<file path="config.mk">
export PLATFORM = sky130hd
export DESIGN_NAME = cmd_stream_decoder
export DESIGN_NICKNAME = d
export VERILOG_FILES = /design/src/rtl/cmd_dec_pkg.sv /design/src/rtl/cmd_hdr_decode.sv /design/src/rtl/cmd_op_counter.sv /design/src/rtl/cmd_cfg_bank.sv /design/src/rtl/cmd_stream_decoder.sv
export SDC_FILE = /design/constraint.sdc
export NUM_CORES = 2
export LEC_CHECK = 0
export BUFFER_PORTS_ARGS = -buffer_cell sky130_fd_sc_hd__buf_2
export CAP_MARGIN = 20
export CORE_ASPECT_RATIO = 1.75
export CORE_UTILIZATION = 30
export DETAILED_ROUTE_END_ITERATION = 16
export PLACE_DENSITY = 0.56
export SYNTH_ARGS = -nofsm -noshare
export SYNTH_HDL_FRONTEND = slang
export SYNTH_SLANG_ARGS = --single-unit
export TNS_END_PERCENT = 5
</file>
<file path="constraint.sdc">
create_clock -name clk_i -period 16.7 [get_ports clk_i]
set_clock_uncertainty 0.05 [all_clocks]
set_input_delay 5.01 -clock clk_i [delete_from_list [all_inputs] [get_ports clk_i]]
set_output_delay 5.01 -clock clk_i [all_outputs]
set_load 0.03 [all_outputs]
</file>
<file path="src/rtl/cmd_dec_pkg.sv">
package cmd_dec_pkg;
  localparam logic [9:0] OPC_STOP  = 10'h000;
  localparam logic [9:0] OPC_CONV  = 10'h001;
  localparam logic [9:0] OPC_DMA   = 10'h005;
  localparam logic [9:0] OPC_KWAIT = 10'h006;
  localparam logic [9:0] OPC_DWAIT = 10'h007;
  localparam logic [15:0] STOP_PRM = 16'hFFFF;
  localparam int SET_BIT = 8;

  typedef enum logic [2:0] {S_HDR, S_PAY, S_WAIT, S_STOP, S_ERR} dec_state_e;

  typedef struct packed {
    logic        illegal;
    logic        has_pay;
    logic        is_set;
    logic        is_op;
    logic        is_kwait;
    logic        is_dwait;
    logic        is_stop;
    logic [9:0]  opc;
    logic [15:0] prm;
  } hdr_t;
endpackage

</file>
<file path="src/rtl/cmd_hdr_decode.sv">
module cmd_hdr_decode
  import cmd_dec_pkg::*;
(
  input  logic [31:0] word_i,
  output hdr_t        hdr_o
);
  logic [1:0] mode;
  logic       np;

  always_comb begin
    mode          = word_i[15:14];
    np            = (mode == 2'b00);
    hdr_o.opc     = word_i[9:0];
    hdr_o.prm     = word_i[31:16];
    hdr_o.illegal = mode[1];
    hdr_o.has_pay = (mode == 2'b01);
    hdr_o.is_set  = np && word_i[SET_BIT];
    hdr_o.is_op   = np && (word_i[9:0] >= OPC_CONV) && (word_i[9:0] <= OPC_DMA);
    hdr_o.is_kwait = np && (word_i[9:0] == OPC_KWAIT);
    hdr_o.is_dwait = np && (word_i[9:0] == OPC_DWAIT);
    hdr_o.is_stop = np && (word_i[9:0] == OPC_STOP) && (word_i[31:16] == STOP_PRM);
  end
endmodule

</file>
<file path="src/rtl/cmd_op_counter.sv">
module cmd_op_counter #(
  parameter int CNT_W = 4
) (
  input  logic             clk_i,
  input  logic             rst_ni,
  input  logic             inc_i,
  input  logic             dec_i,
  output logic [CNT_W-1:0] cnt_o,
  output logic             full_o
);
  logic dec_ok;

  assign dec_ok = dec_i && (cnt_o != '0);
  assign full_o = (cnt_o == '1);

  always_ff @(posedge clk_i or negedge rst_ni) begin
    if (!rst_ni) cnt_o <= '0;
    else if (inc_i && !dec_ok && !full_o) cnt_o <= cnt_o + 1'b1;
    else if (dec_ok && !inc_i) cnt_o <= cnt_o - 1'b1;
  end
endmodule

</file>
<file path="src/rtl/cmd_cfg_bank.sv">
module cmd_cfg_bank #(
  parameter int IDX_W = 4,
  parameter int DW    = 48
) (
  input  logic             clk_i,
  input  logic             rst_ni,
  input  logic             we_i,
  input  logic             cls_i,
  input  logic [IDX_W-1:0] idx_i,
  input  logic [DW-1:0]    data_i,
  input  logic             rd_cls_i,
  input  logic [IDX_W-1:0] rd_idx_i,
  output logic [DW-1:0]    rd_data_o
);
  localparam int DEPTH = 1 << IDX_W;

  logic [1:0][DEPTH-1:0][DW-1:0] mem_q;

  for (genvar c = 0; c < 2; c++) begin : g_cls
    for (genvar e = 0; e < DEPTH; e++) begin : g_ent
      always_ff @(posedge clk_i or negedge rst_ni) begin
        if (!rst_ni) mem_q[c][e] <= '0;
        else if (we_i && (cls_i == c[0]) && (idx_i == e[IDX_W-1:0])) mem_q[c][e] <= data_i;
      end
    end
  end

  assign rd_data_o = mem_q[rd_cls_i][rd_idx_i];
endmodule

</file>
<file path="src/rtl/cmd_stream_decoder.sv">
module cmd_stream_decoder
  import cmd_dec_pkg::*;
#(
  parameter int CFG_IDX_W = 4,
  parameter int CNT_W     = 4
) (
  input  logic                 clk_i,
  input  logic                 rst_ni,
  input  logic                 word_valid_i,
  input  logic [31:0]          word_i,
  output logic                 word_ready_o,
  output logic                 reg_we_o,
  output logic                 reg_cls_o,
  output logic [9:0]           reg_addr_o,
  output logic [31:0]          reg_data_o,
  output logic [15:0]          reg_aux_o,
  output logic                 op_valid_o,
  output logic [2:0]           op_kind_o,
  output logic [15:0]          op_param_o,
  input  logic                 kern_done_i,
  input  logic                 dma_done_i,
  input  logic                 cfg_rd_cls_i,
  input  logic [CFG_IDX_W-1:0] cfg_rd_idx_i,
  output logic [47:0]          cfg_rd_data_o,
  output logic                 busy_o,
  output logic                 done_o,
  output logic                 err_o
);
  localparam int N_KIND = 2;  // 0 kernel, 1 DMA
  localparam int CFG_W  = 48;

  hdr_t       hdr;
  dec_state_e state_q, state_d;
  logic [9:0]  pend_opc_q;
  logic [15:0] pend_prm_q;
  logic        wait_dma_q;
  logic [15:0] wait_thr_q;

  logic [N_KIND-1:0][CNT_W-1:0] cnt_q;
  logic [N_KIND-1:0]            cnt_full, inc, dec;
  logic hdr_is_dma, op_block, acc, hdr_acc, wait_ok;
  logic [15:0]      thr_eff;
  logic [CNT_W-1:0] wcnt;

  logic        wr_en, wr_cls, iss;
  logic [9:0]  wr_addr;
  logic [31:0] wr_data;
  logic [15:0] wr_aux, iss_prm;
  logic [2:0]  iss_kind;

  cmd_hdr_decode u_dec (.word_i(word_i), .hdr_o(hdr));

  assign hdr_is_dma   = (hdr.opc == OPC_DMA);
  assign op_block     = hdr.is_op && cnt_full[hdr_is_dma];
  assign word_ready_o = ((state_q == S_HDR) && !op_block) || (state_q == S_PAY);
  assign acc          = word_valid_i && word_ready_o;
  assign hdr_acc      = acc && (state_q == S_HDR);

  for (genvar k = 0; k < N_KIND; k++) begin : g_cnt
    assign inc[k] = hdr_acc && !hdr.illegal && hdr.is_op && (hdr_is_dma == (k == 1));
    assign dec[k] = (k == 1) ? dma_done_i : kern_done_i;
    cmd_op_counter #(.CNT_W(CNT_W)) u_cnt (
      .clk_i (clk_i),
      .rst_ni(rst_ni),
      .inc_i (inc[k]),
      .dec_i (dec[k]),
      .cnt_o (cnt_q[k]),
      .full_o(cnt_full[k])
    );
  end

  // DMA waits only honour the low nibble of the parameter
  assign thr_eff = wait_dma_q ? {12'h000, wait_thr_q[3:0]} : wait_thr_q;
  assign wcnt    = cnt_q[wait_dma_q];
  assign wait_ok = 32'(wcnt) <= 32'(thr_eff);

  always_comb begin
    state_d  = state_q;
    wr_en    = 1'b0;
    wr_cls   = 1'b0;
    wr_addr  = '0;
    wr_data  = '0;
    wr_aux   = '0;
    iss      = 1'b0;
    iss_kind = '0;
    iss_prm  = '0;
    unique case (state_q)
      S_HDR: begin
        if (acc) begin
          if (hdr.illegal) state_d = S_ERR;
          else if (hdr.has_pay) state_d = S_PAY;
          else if (hdr.is_set) begin
            wr_en   = 1'b1;
            wr_addr = hdr.opc;
            wr_data = 32'(hdr.prm);
          end else if (hdr.is_op) begin
            iss      = 1'b1;
            iss_kind = hdr.opc[2:0];
            iss_prm  = hdr.prm;
          end else if (hdr.is_kwait || hdr.is_dwait) state_d = S_WAIT;
          else if (hdr.is_stop) state_d = S_STOP;
        end
      end
      S_PAY: begin
        if (acc) begin
          wr_en   = 1'b1;
          wr_cls  = 1'b1;
          wr_addr = pend_opc_q;
          wr_data = word_i;
          wr_aux  = pend_prm_q;
          state_d = S_HDR;
        end
      end
      S_WAIT: if (wait_ok) state_d = S_HDR;
      default: ;
    endcase
  end

  always_ff @(posedge clk_i or negedge rst_ni) begin
    if (!rst_ni) begin
      state_q    <= S_HDR;
      pend_opc_q <= '0;
      pend_prm_q <= '0;
      wait_dma_q <= 1'b0;
      wait_thr_q <= '0;
      reg_we_o   <= 1'b0;
      reg_cls_o  <= 1'b0;
      reg_addr_o <= '0;
      reg_data_o <= '0;
      reg_aux_o  <= '0;
      op_valid_o <= 1'b0;
      op_kind_o  <= '0;
      op_param_o <= '0;
    end else begin
      state_q <= state_d;
      if (hdr_acc && hdr.has_pay && !hdr.illegal) begin
        pend_opc_q <= hdr.opc;
        pend_prm_q <= hdr.prm;
      end
      if (hdr_acc && (hdr.is_kwait || hdr.is_dwait)) begin
        wait_dma_q <= hdr.is_dwait;
        wait_thr_q <= hdr.prm;
      end
      reg_we_o   <= wr_en;
      op_valid_o <= iss;
      if (wr_en) begin
        reg_cls_o  <= wr_cls;
        reg_addr_o <= wr_addr;
        reg_data_o <= wr_data;
        reg_aux_o  <= wr_aux;
      end
      if (iss) begin
        op_kind_o  <= iss_kind;
        op_param_o <= iss_prm;
      end
    end
  end

  cmd_cfg_bank #(.IDX_W(CFG_IDX_W), .DW(CFG_W)) u_bank (
    .clk_i    (clk_i),
    .rst_ni   (rst_ni),
    .we_i     (wr_en),
    .cls_i    (wr_cls),
    .idx_i    (wr_addr[CFG_IDX_W-1:0]),
    .data_i   ({wr_aux, wr_data}),
    .rd_cls_i (cfg_rd_cls_i),
    .rd_idx_i (cfg_rd_idx_i),
    .rd_data_o(cfg_rd_data_o)
  );

  assign busy_o = (state_q == S_PAY) || (state_q == S_WAIT) || (cnt_q != '0);
  assign done_o = (state_q == S_STOP);
  assign err_o  = (state_q == S_ERR);
endmodule

</file>
# Yosys cells after proc, flatten, opt, wreduce, memory -nomap -nowiden
# Cells that the tools add are included.
# word_totals
reg_bits,1670
out_inout_bits,132
elab_cells,237
# classes
addsub,4
magnitude_cmp,7
eq_ne,32
muxes,62
bitwise,2
reduce_logical,83
# op_table
op,count
$mux W768,2
$mux W16,13
$bmux W48 S4,1
$pmux W32 S2,1
$logic_and A1 B1 Y1,60
$mux W10,5
$mux W48,1
$mux W3,15
$eq A4 B4 Y1 const B,10
$mux W32,1
$eq A10 B3 Y1 const B,3
$mux W4,6
$pmux W10 S2,1
$eq A16 B16 Y1 const B,1
$eq A4 B3 Y1 const B,4
$le A4 B16 Y1,1
$mux W1,14
$ge A10 B1 Y1 const B,1
$le A10 B3 Y1 const B,1
$logic_not A10 Y1,1
$pmux W3 S3,1
$add A4 B1 Y4 const B,2
$eq A4 B2 Y1 const B,2
$logic_not A1 Y1,8
other kinds (22),35

# Logic depth before layout (Yosys ltp)
# depth
ltp_word,16
depth_mapped,11
ltp_nobuf,10

# Cells and area by module
# A second synthesis with hierarchy kept.
# unflattened
cells_unflattened,5700
area_unflattened_um2,77098.9
# by_module_without_submodules
module,instances,cells_per_inst,area_per_inst_um2,seq_area_each_um2
cmd_cfg_bank,1,5164,70382.5,38436.9
cmd_stream_decoder,1,435,5814.3,3153.0
cmd_op_counter,2,27,286.5,100.1
cmd_hdr_decode,1,47,329.1,0.0

# Worst setup path after synthesis
# Ideal clock, no wire load.
# synth_path
path_type,input port to output port
startpoint,in cfg_rd_cls_i
endpoint,out cfg_rd_data_o[0]
arrival_ps,7309
required_ps,11640
setup_slack_ps,4331
path_stages,6
path_buffers,3
path_cell_list,clkbuf_1 clkbuf_1 buf_1 mux4_2 mux4_2 mux2_2
# synth_via
elab_chain_len,4
# synth_lines
item,line_no,text
"start, declared",cmd_stream_decoder.sv:22,"input logic cfg_rd_cls_i,"
$mux W768 (not written as such) (2 in series),cmd_cfg_bank.sv:28,assign rd_data_o = mem_q[rd_cls_i][rd_idx_i];
$bmux W48 S4,cmd_cfg_bank.sv:28,
$mux W48 (not written as such),cmd_cfg_bank.sv:28,
"end, declared",cmd_stream_decoder.sv:24,"output logic [47:0] cfg_rd_data_o,"
# No other way between the ends. The select of a mux whose other input is x is not followed.

# Worst setup path in the final report
# layout_path
startpoint,in cfg_rd_cls_i
endpoint,out cfg_rd_data_o[31]
# Same word-level chain as after synthesis.

==> impl_metrics.py <==
metrics = {
    "routing": {
        "num_vias": 45000,
        "avgViaCountPerCell": 5.13,
        "drc": 28,
        "routedWlPerCell_um": 25.6,
        "first_pass_iters": 11,
        "ant_nets": 0,
        "first_iter_violations": 3716,
        "wl_um": 225000,
    },
    "hold_path": {
        "whs_path_depth": 2,
        "min-delay-start": "op_param_o[9]",
        "hold_class": "register to register",
        "hold_end": "op_param_o[9]",
    },
    "clock_network": {
        "cts.sink_count": 1670,
        "post-cts-setup-buffers": 0,
        "cts_resized": 0,
        "cts_buffers": 158,
        "postCtsHoldBufs": 0,
        "cts_tree": "yes",
        "clk_path_buf_depth": 4,
        "root_buffer": "clkbuf_16",
        "htree_levels": 4,
        "clkLatencyLatePin_ns": 0.81,
        "clk_pin_slew_ns": 0.06,
    },
    "synthesis": {
        "synth-edff-count": 0,
        "syn_avg_cell_area_um2": 12.5,
        "synthCells": 5650,
        "ys.flop_type": "dfrtp_1",
        "synth_nets": 5702,
        "yosysUniqueCellTypes": 60,
        "ys_seq_area_share_pct": 59.0,
        "ys_warn_count": 0,
        "async_reset_ff_share_pct": 100,
        "syn_area_um2": 70900,
        "ys_ff_latch": 1670,
    },
    "critical_path": {
        "cp-end-kind": "output port",
        "r2r_cells": 7,
        "r2r_setup_slack_ns": 12.14,
        "critPathArrivalTime_ns": 8.15,
        "cp_num_buf_inv": 3,
        "critPathMaxStageDelay_ns": 0.61,
        "crit_required_ns": 11.64,
        "crit_top_cell": "mux4_2",
        "cp_top_family": "multiplexers",
        "timing.rr.start": "state_q[0]",
        "worst-path-max-fanout": 92,
        "crit_type": "primary input to output port",
        "crit_chain": "buf_8 > buf_12 > mux4_2 > mux4_2 > mux2_2 > buf_2",
        "worst_r2r_endpoint": "u_bank.mem_q[1283]",
        "cp-start-kind": "primary input",
        "worst_path_max_delay_cell": "mux4_2",
    },
    "die": {
        "coreArea_um2": 234000,
        "rows": 235,
        "die_h_um": 645,
        "io_pins": 174,
        "initial_core_util_pct": 30.2,
        "die_area_um2": 238000,
        "die_w_um": 369,
    },
    "global_route": {
        "grt_pass1_wl_um": 333000,
        "antenna_found_initial": 17,
        "grt_pass1_vias": 47800,
        "grt_max_degree": 195,
        "overflow": 0,
        "grt_usage_pct": 19.0,
    },
    "timing": {
        "period_share_pct": 79.1,
        "final_hold_viol_count": 0,
        "min_period_ns": 13.21,
        "fin_tns_setup_ns": 0,
        "max_freq_mhz": 75.7,
        "tightest_slew_ns": 1.20,
        "setup_viol": 0,
        "slew_headroom_pct": 20.2,
        "slew_viol_final": 0,
        "rsz0062_at_grt": "false",
    },
    "finish": {
        "final_cells": 8781,
        "nFillCells": 22800,
        "seq_area_um2": 41800,
        "nets": 5647,
        "syn2layout_area_growth_pct": 12.8,
        "drive_gt1_share_pct": 23.4,
        "multi_input_area_um2": 27400,
    },
    "place": {
        "placedCellCount": 8513,
        "gp_congestion": 0.795,
        "hpwl_um": 128000,
        "placement.io_buffers": 173,
    },
    "power_and_ir_drop": {
        "power_density_nw_per_um2": 101,
        "ir_drop_v": 0.0000762,
        "p_leak_nw": 37.6,
    },
    "run_status": {
        "status": "finished, violations left",
        "violations": "DRC",
    },
    "run": {
        "cap_violations": 0,
    },
}
==> worst max path at each step <==
| stage | depth (start not counted) | start | slack [ns] | to |
|---|---|---|---|---|
| 5_1_grt | 6 | cfg_rd_cls_i | 3.28 | cfg_rd_data_o[29] |
| 3_3_place_gp | 6 | cfg_rd_cls_i | 3.44 | cfg_rd_data_o[29] |
| 4_1_cts | 6 | cfg_rd_cls_i | 3.45 | cfg_rd_data_o[24] |
| 6_report | 6 | cfg_rd_cls_i | 3.49 | cfg_rd_data_o[31] |
| 2_1_floorplan | 6 | cfg_rd_cls_i | 4.33 | cfg_rd_data_o[0] |
| 3_5_place_dp | 6 | cfg_rd_cls_i | 3.45 | cfg_rd_data_o[24] |
==> worst register-to-register path: stages, from the launching register on <==
cell	delay [ns]
dfrtp_1	0.57
nor4bb_4	0.67
buf_4	0.62
and2_1	0.44
nand2b_1	0.51
a21o_4	0.59
buf_4	0.51
mux2_2	0.47
==> final cells by class <==
cell class,count,area share [%]
multi-input cells,3480,34.3
inverters,8,0.0375
flip-flops and latches,1670,52.3
clock buffers,213,5.56
diodes,4,0.0125
well taps,3081,4.82
repair buffers,277,2.32
clock inverters,48,0.738
==> sequential cells by signal, indices dropped and copies added (netlist names) <==
| signal | count |
|---|---|
| pend_opc_q | 10 |
| op_valid_o | 1 |
| reg_cls_o | 1 |
| u_bank.mem_q | 1536 |
| op_param_o | 16 |
| op_kind_o | 3 |
| reg_data_o | 32 |
| reg_we_o | 1 |
| wait_dma_q | 1 |
| wait_thr_q | 16 |
| g_cnt.u_cnt.cnt_o | 8 |
| pend_prm_q | 16 |
| reg_aux_o | 16 |
| state_q | 3 |
| reg_addr_o | 10 |
==> per-stage QoR <==
step                      power, mW  cell area, um^2  utilization, %  setup slack (ns)  hold WS [ns]
after floorplan                4.30            70900               -              4.33         0.391
after global placement         4.46            74900            31.9              3.44         0.397
after detailed placement       4.47            74900            31.9              3.45         0.404
after CTS                      8.12            79900            34.1              3.45         0.420
after global routing           8.28            80000            34.1              3.28         0.441
final                          8.04            80000            34.1              3.49         0.414
==> routing by layer <==
metal  part of all wire (%)  wire, um  track usage (%)
met5                 0.0080        18                0
met4                    3.1      7070             6.27
met3                    5.9     13300             2.99
met2                     50    113000             32.6
met1                     41     91400             24.2
==> cell usage in the layout (no fill, tap or decap), drive strengths merged, types with 4 or more instances in the layout <==
cell / count
a21o: 13
a21oi: 175
a22oi: 21
and2: 163
buf: 276
bufinv: 12
clkbuf: 214
clkinv: 25
dfrtp: 1670
diode: 4
ha: 8
inv: 16
mux2: 279
mux2i: 4
mux4: 480
nand2: 1121
nand2b: 9
nand3: 28
nand3b: 4
nand4: 9
nor2: 180
nor2b: 355
nor3: 4
nor4: 8
o21ai: 570
or2: 6
or3: 5
xor2: 5
==> report_power, final <==
group          total (mW)  internal [mW]  switching, mW
logic               0.309         0.0974          0.211
registers            4.08           4.06         0.0192
clock network        3.66           2.05           1.60
total                8.04           6.21           1.83
==> synthesized netlist by cell type (2+ instances only) <==
cell type | number | area share, %
dfrtp_1 | 1670 | 59
buf_6 | 3 | 0.048
nand4_1 | 9 | 0.079
ha_1 | 8 | 0.14
inv_1 | 8 | 0.042
nor2_1 | 177 | 0.94
or4_1 | 2 | 0.021
a21oi_1 | 166 | 1.2
xor2_1 | 5 | 0.062
a22oi_1 | 21 | 0.22
or2_2 | 4 | 0.035
nor4_1 | 6 | 0.053
clkbuf_1 | 339 | 1.8
a21oi_2 | 8 | 0.099
nor2b_1 | 355 | 3.1
nand2_1 | 1121 | 5.9
or2_1 | 2 | 0.018
nor2_2 | 3 | 0.026
nor3_1 | 4 | 0.028
o21ai_1 | 4 | 0.028
buf_1 | 40 | 0.21
or3_1 | 5 | 0.044
and3_1 | 2 | 0.018
mux2_2 | 278 | 4.4
nand4b_1 | 2 | 0.025
nand2b_1 | 9 | 0.079
fa_1 | 2 | 0.056
nand3_1 | 28 | 0.20
nand3b_1 | 4 | 0.042
mux4_2 | 480 | 15
mux2i_1 | 4 | 0.056
a21o_1 | 13 | 0.14
buf_2 | 110 | 0.78
o21ai_0 | 566 | 4.0
o211ai_1 | 2 | 0.021
and2_1 | 163 | 1.4
xnor2_1 | 3 | 0.037
a31oi_1 | 2 | 0.018
==> logic make-up (layout without fill, tap and decap cells) <==
kind of cell	Yosys count	in the layout	synth area share [%]
AND/OR/NAND/NOR	1906	1906	12.3
buffers and inverters	500	546	2.87
other	0	4	0
AO/OA/AOI/OAI	793	793	5.84
multiplexers	763	763	19.7
adder cells (fa/ha/maj)	10	10	0.198
flip-flops	1670	1670	59.0
XOR/XNOR	8	8	0.0989
Note: power is estimated with default switching activity, not from simulation.
